--- src/rtl/int_exec_unit.sv ---
module int_exec_unit #(
  parameter int DATA_W = 32,
  parameter int REG_W  = 5
) (
  input  logic [31:0]       instr_i,
  input  logic [DATA_W-1:0] rs_val_i,
  input  logic [DATA_W-1:0] rt_val_i,
  output logic [DATA_W-1:0] result_o,
  output logic [REG_W-1:0]  dest_o,
  output logic              wr_en_o,
  output logic              illegal_o
);
  localparam logic [5:0] OP_REG  = 6'd0;
  localparam logic [5:0] OP_ADDI = 6'd8;
  localparam logic [5:0] OP_SLTI = 6'd10;
  localparam logic [5:0] FN_SLL  = 6'd0;
  localparam logic [5:0] FN_ADD  = 6'd32;
  localparam logic [5:0] FN_SUB  = 6'd34;
  localparam logic [5:0] FN_SLT  = 6'd42;

  wire [5:0]       opc   = instr_i[31:26];
  wire [REG_W-1:0] f_rs  = instr_i[25:21];
  wire [REG_W-1:0] f_rt  = instr_i[20:16];
  wire [REG_W-1:0] f_rd  = instr_i[15:11];
  wire [4:0]       shamt = instr_i[10:6];
  wire [5:0]       funct = instr_i[5:0];
  wire [15:0]      imm   = instr_i[15:0];

  wire [DATA_W-1:0] a     = (f_rs == '0) ? '0 : rs_val_i;
  wire [DATA_W-1:0] b     = (f_rt == '0) ? '0 : rt_val_i;
  wire [DATA_W-1:0] imm_x = {{(DATA_W-16){imm[15]}}, imm};

  logic [DATA_W-1:0] res;
  logic [REG_W-1:0]  dst;
  logic              bad;

  always_comb begin
    res = '0;
    dst = '0;
    bad = 1'b0;
    unique case (opc)
      OP_REG: begin
        dst = f_rd;
        unique case (funct)
          FN_ADD:  res = a + b;
          FN_SUB:  res = a - b;
          FN_SLT:  res = {{(DATA_W-1){1'b0}}, $signed(a) < $signed(b)};
          FN_SLL:  res = b << shamt;
          default: begin bad = 1'b1; dst = '0; end
        endcase
      end
      OP_ADDI: begin
        dst = f_rt;
        res = a + imm_x;
      end
      OP_SLTI: begin
        dst = f_rt;
        res = {{(DATA_W-1){1'b0}}, $signed(a) < $signed(imm_x)};
      end
      default: bad = 1'b1;
    endcase
  end

  assign result_o  = res;
  assign dest_o    = dst;
  assign illegal_o = bad;
  assign wr_en_o   = !bad && (dst != '0);

  always_comb begin
    a_r8_no_zero_write: assert (!(wr_en_o && dest_o == '0));
    a_r9_illegal_quiet: assert (!(illegal_o && (wr_en_o || result_o != '0 || dest_o != '0)));
    if (!illegal_o && (opc == OP_SLTI || (opc == OP_REG && funct == FN_SLT)))
      a_r3_slt_boolean: assert (result_o[DATA_W-1:1] == '0);
    if (!illegal_o && opc != OP_REG)
      a_r5_imm_dest_rt: assert (dest_o == f_rt);
    if (opc == OP_REG && funct == FN_SLL && shamt == 5'd0 && f_rt == '0)
      a_r7_zero_operand: assert (result_o == '0);
  end
endmodule

--- config.mk ---
export PLATFORM = sky130hd
export DESIGN_NAME = int_exec_unit
export DESIGN_NICKNAME = d
export VERILOG_FILES = /design/src/rtl/int_exec_unit.sv
export SDC_FILE = /design/constraint.sdc
export NUM_CORES = 1
export LEC_CHECK = 0
export BUFFER_PORTS_ARGS = -buffer_cell sky130_fd_sc_hd__buf_2
export CAP_MARGIN = 20
export CORE_ASPECT_RATIO = 2
export CORE_MARGIN = 4
export CORE_UTILIZATION = 55
export DETAILED_ROUTE_END_ITERATION = 10
export PLACE_DENSITY = 0.81
export REMOVE_ABC_BUFFERS = 1
export SLEW_MARGIN = 5
export SYNTH_ARGS = -nofsm -noshare
export SYNTH_HDL_FRONTEND = slang
export SYNTH_SLANG_ARGS = --single-unit
--- constraint.sdc ---
create_clock -name vclk -period 7.5
set_input_delay 1.5 -clock vclk [all_inputs]
set_output_delay 1.5 -clock vclk [all_outputs]
set_load 0.1 [all_outputs]
==> parameters.txt, run 1 <==
Parameter                              Value

Floorplan
  Initial cell density of the core ... 55.7%
  IO Pins ... 135
  Area enclosed by the die boundary ... 18,100 um2
  Standard cell core area ... 15,700 um2
  Number of cell rows ... 65
  Width of the chip ... 97.1 um
  Die extent in y ... 186 um

Setup path
  Critical Path Sink Type ... output pin
  Worst setup path class ... primary input to output pin
  Type of origin of the critical path ... primary input
  Biggest fanout along the worst timing path ... 7
  Required @ worst endpoint ... 6.00 ns
  Data arrival time at the worst-slack endpoint ... 5.83 ns

Route
  Routed length per instance ... 26.2 um
  Drt first-iter violations ... 1,040
  Detailed-route vias per instance ... 6.87
  Post-route ant nets ... 0
  Count of unresolved DRC violations after routing ... 0
  Aggregate routed wire length ... 43.7 mm
  DR pass1 iterations ... 6
  Total via count after detailed routing ... 11,500

Finish
  Footprint of the flip-flops and latches ... 0 um2
  Most frequent standard cell in the layout excluding fill and tap cells ... a21oi_1
  Number of fill cells in the layout ... 1,478
  Share of final-layout standard cells stronger than drive strength 1 ... 20.2%
  Number of cells in the finished layout apart from fillers ... 1,670
  Area Overhead vs Synth ... 19.4%
  Sequential cell count ... 0
  Count of clock buffers in the final design ... 0
  Layout Nets ... 1,678
  Post-layout utilization of the core ... 66.5%
  Most frequent cells in the layout ... a21oi_1 (148), nand2_1 (130), nor2_1 (123)

Placement
  # placed instances ... 1,669
  Quantity of I/O buffers inserted on ports ... 135
  Final HPWL from detailed placement ... 35.9 mm
  Routability cong. ... 1.10
  Worst slack at placement ... 0.106 ns

Timing
  Final Max Tran Viols ... 0
  Final Hold Violating Endpoints ... 0
  Maximum operating frequency ... 136 MHz
  Post-layout worst setup margin ... 0.165 ns
  Normalized max-slew margin ... 34.1%
  Setup-failing EPs final ... 0
  Period utilization ... 97.8%
  Setup TNS after final layout ... 0 ns
  Worst Tran Pin Value ... 0.978 ns
  Clock period minus final worst setup slack ... 7.33 ns

Synthesis
  Area contributors post-synth ... ha_1 (16%), a21oi_1 (8.5%), nand2_1 (5.6%)
  Cell area after synthesis ... 8740 um2
  Fraction of the yosys area taken by sequential cells ... 0%
  Number of different library cells in the post-synthesis netlist ... 89
  Cell type contributing the most total cell area after synthesis ... ha_1
  Average cell area after synthesis ... 6.57 um2
  Portion of synthesized cell area occupied by the leading cell type ... 15.6%
  Ys Warns ... 0
  Mapped Cells ... 1,329

Worst hold path
  Tightest Hold Check Type ... primary input to output pin

Clocking
  Buffers inserted during post-CTS setup optimization ... 0
  Gates resized, CTS repair ... 0
  Cts hold-fix bufs ... 0

GRT
  Pin count of the biggest net entering global routing ... 32
  Global-route wire length before repair ... 64.2 mm
  Initial antenna violation count ... 1
  Overall routing resource usage ... 46.1%
  Via count of the first global-routing pass ... 11,500
  Total global routing overflow ... 0

Run status
  Result of the run ... completed

Job
  Max-cap violations ... 0
[through the flow]
step	area [um2]	hold slack, ns
finish	10400	3.50
floorplan	8400	3.54
global placement	10400	3.49
CTS	10400	3.50
detailed placement	10400	3.49
global route	10400	3.53
[final timing paths]
kind                            to         from  depth (start not counted)
worst max-delay path  result_o[25]  instr_i[20]                         19
worst min-delay path     illegal_o  instr_i[29]                          3
[layout make-up]
class                           count  area, um2  share of cell area, %
Inverter                           94        353                   3.38
Tap cell                          201        251                   2.41
Timing Repair Buffer              226       1730                   16.6
Multi-Input combinational cell   1148       8100                   77.6
Antenna cell                        1       2.50                 0.0240
[synth_stat cells (all sizes together) (15+ instances only)]
cell type and instances:
nor2 123, o22ai 36, nand3 22, nand2b 16, o21ai 82, a21oi 150
o31ai 18, and2 31, clkbuf 75, nor3 38, o21bai 22, xnor2 57
nand2 131, nor4 23, xor2 15, ha 109, a21o 22, a211oi 17
inv 92, mux2i 32
[worst max-delay path: stages]
cell and delay (ns):
buf_2 0.10, or4_4 0.57, or2_1 0.34, nand2_1 0.13, ha_1 0.27, nor3b_1 0.24
o311ai_1 0.13, buf_4 0.16, a311oi_2 0.40, o31ai_4 0.12, a211oi_2 0.22, buf_4 0.16
a31oi_4 0.10, nor4_1 0.38, a211oi_2 0.10, xnor2_1 0.15, a221oi_1 0.33, o211ai_1 0.12
buf_2 0.31
[routing by layer]
metal	up-vias	part of all wire [%]	GRT usage, %
met5	-	0	0
met4	0	15	53.2
met3	370	8.1	8.81
met2	781	49	82.5
met1	5203	28	39.9
li1	5125	-	-
[logic make-up after synthesis]
family                   Yosys count  share of synthesized area [%]
AO/OA/AOI/OAI                    456                           34.9
XOR/XNOR                          72                           7.60
adder cells (fa/ha/maj)          120                           17.2
buffers and inverters            181                           7.90
multiplexers                      51                           7.79
AND/OR/NAND/NOR                  449                           24.6
==> inputs of run 2 (changes only) <==
--- a/config.mk
+++ b/config.mk
@@ -9,9 +9,9 @@
 export CAP_MARGIN = 20
 export CORE_ASPECT_RATIO = 2
 export CORE_MARGIN = 4
-export CORE_UTILIZATION = 55
+export CORE_UTILIZATION = 50
 export DETAILED_ROUTE_END_ITERATION = 10
-export PLACE_DENSITY = 0.81
+export PLACE_DENSITY = 0.74
 export REMOVE_ABC_BUFFERS = 1
 export SLEW_MARGIN = 5
 export SYNTH_ARGS = -nofsm -noshare
==> run 2 against run 1 <==
Cell area grew 0.49%. Final cell count increased by 0.60%. Worst hold slack improved by 0.0041 ns. Non-clock buffer count unchanged. First-iteration DRC count down 19%. Die area grew 9.4%. Global-route usage fell by 3.0 points. Fmax fell by 1.5%. Largest cell class unchanged.
==> parameters.txt, run 2 (synthesis gave the netlist of run 1 again) <==
Parameter                              Value

Setup path
  Biggest fanout along the worst timing path ... 8
  CP delay by family, top ... simple AND/OR/NAND/NOR gates
  Worst setup path class ... primary input to output pin
  Buf/Inv on CP ... 5
  Type of origin of the critical path ... primary input
  Worst path max stage delay ... 0.59 ns
  Slowest stage cell on the critical path ... or4_4
  Critical Path Sink Type ... output pin
  Most frequent cell on the critical path ... buf_4
  Required @ worst endpoint ... 6.00 ns
  Crit-path cells ... buf_2 -> or4_4 -> or2_4 -> nand2_1 -> ha_1 -> nor3b_1 -> o311ai_2 -> buf_4 -> a311oi_1 -> buf_4 -> o31ai_4 -> a211oi_4 -> a31oi_4 -> nor4_1 -> a211oi_1 -> mux2i_1 -> o211a_1 -> o22ai_1 -> buf_4 -> buf_12
  Data arrival time at the worst-slack endpoint ... 5.95 ns

Finish
  Share of final-layout standard cells stronger than drive strength 1 ... 20.7%
  Number of cells in the finished layout apart from fillers ... 1,680
  Footprint of the flip-flops and latches ... 0 um2
  Layout Nets ... 1,678
  Count of clock buffers in the final design ... 0
  Area Overhead vs Synth ... 20.0%
  Most frequent cells in the layout ... a21oi_1 (147), nand2_1 (130), nor2_1 (122)
  Most frequent standard cell in the layout excluding fill and tap cells ... a21oi_1
  Number of fill cells in the layout ... 1,727
  Sequential cell count ... 0

Timing
  Post-layout worst setup margin ... 0.0533 ns
  Final Max Tran Viols ... 0
  Setup repair after global routing missed its margin ... true
  Normalized max-slew margin ... 28.6%
  Setup-failing EPs final ... 0
  Maximum operating frequency ... 134 MHz
  Final Hold Violating Endpoints ... 0
  Period utilization ... 99.3%
  Worst Tran Pin Value ... 1.06 ns
  Clock period minus final worst setup slack ... 7.45 ns
  Setup TNS after final layout ... 0 ns
  Hold_ws ... 3.50 ns

Floorplan
  Standard cell core area ... 17,200 um2
  Number of cell rows ... 68
  Die extent in y ... 195 um
  Width of the chip ... 101 um
  Initial cell density of the core ... 50.8%
  IO Pins ... 135
  Area enclosed by the die boundary ... 19,800 um2

Job
  Max-cap violations ... 0

Route
  Routed length per instance ... 26.1 um
  DR pass1 iterations ... 6
  Aggregate routed wire length ... 43.8 mm
  Count of unresolved DRC violations after routing ... 0
  Total via count after detailed routing ... 11,300
  Detailed-route vias per instance ... 6.74
  Drt first-iter violations ... 842
  Post-route ant nets ... 0

Clocking
  Buffers inserted during post-CTS setup optimization ... 0
  Cts hold-fix bufs ... 0

GRT
  Global-route met1 utilization ... 39.1%
  Total global routing overflow ... 0
  Global-route wire length before repair ... 64.2 mm
  Busiest metal layer after global routing ... met2
  GR Layer Usage met2 ... 76.1%
  Initial antenna violation count ... 3
  Met3 layer usage reported by global route ... 7.97%
  Via count of the first global-routing pass ... 11,300
  Overall routing resource usage ... 43.1%
  Pin count of the biggest net entering global routing ... 31

Placement
  Worst slack at placement ... -0.247 ns
  Routability cong. ... 1.10
  Final HPWL from detailed placement ... 35.8 mm
  # placed instances ... 1,678
  Quantity of I/O buffers inserted on ports ... 135

Pwr
  Total power draw ... 0.000873 W
  Pleak ... 4.74 nW
  Worst ir drop on vdd ... 0.0524 mV
  P per Cell Area ... 83.3 nW/um2

Run status
  Result of the run ... completed

Worst hold path
  Tightest Hold Check Type ... primary input to output pin
[run 2: path summary, 6_finish.rpt]
kind           end         from  depth (start not counted)
min      illegal_o  instr_i[29]                          3
max   result_o[31]  instr_i[20]                         20
[run 2: metrics by stage]
| stage | util, % | cell area (um2) |
|---|---|---|
| after floorplan | - | 8400 |
| after global placement | 60.6 | 10400 |
| after detailed placement | 60.6 | 10400 |
| after CTS | 60.7 | 10400 |
| after global routing | 61.0 | 10500 |
| final | 61.0 | 10500 |
[run 2: worst min-delay path, stage by stage]
cell,delay (ns)
buf_2,0.12
o21ai_0,0.09
buf_2,0.29
[run 2: layer usage]
metal | share of wire, % | vias up
li1 | - | 5144
met1 | 30 | 5214
met2 | 50 | 660
met3 | 7.2 | 307
met4 | 13 | 2
met5 | 0.039 | -
[run 2: cell type report]
type                            count  area, um2  area share (%)
Tap cell                          210        263            2.51
Timing Repair Buffer              226       1730            16.5
Multi-Input combinational cell   1148       8130            77.5
Inverter                           94        353            3.36
Antenna cell                        2       5.00          0.0477
[run 2: repair_timing]
item,4_1_cts,5_1_grt
pin swaps,0,2
endpoints found under the setup margin,5,12
resized for setup,3,11
[run 2: where the power goes]
group | leakage (nW) | switching (W) | internal (W)
Clock | 0.0000127 | 0 | 0.0000000000144
Sequential | 0 | 0 | 0
Combinational | 4.74 | 0.000539 | 0.000334
Power figures use the tool's default switching activity.
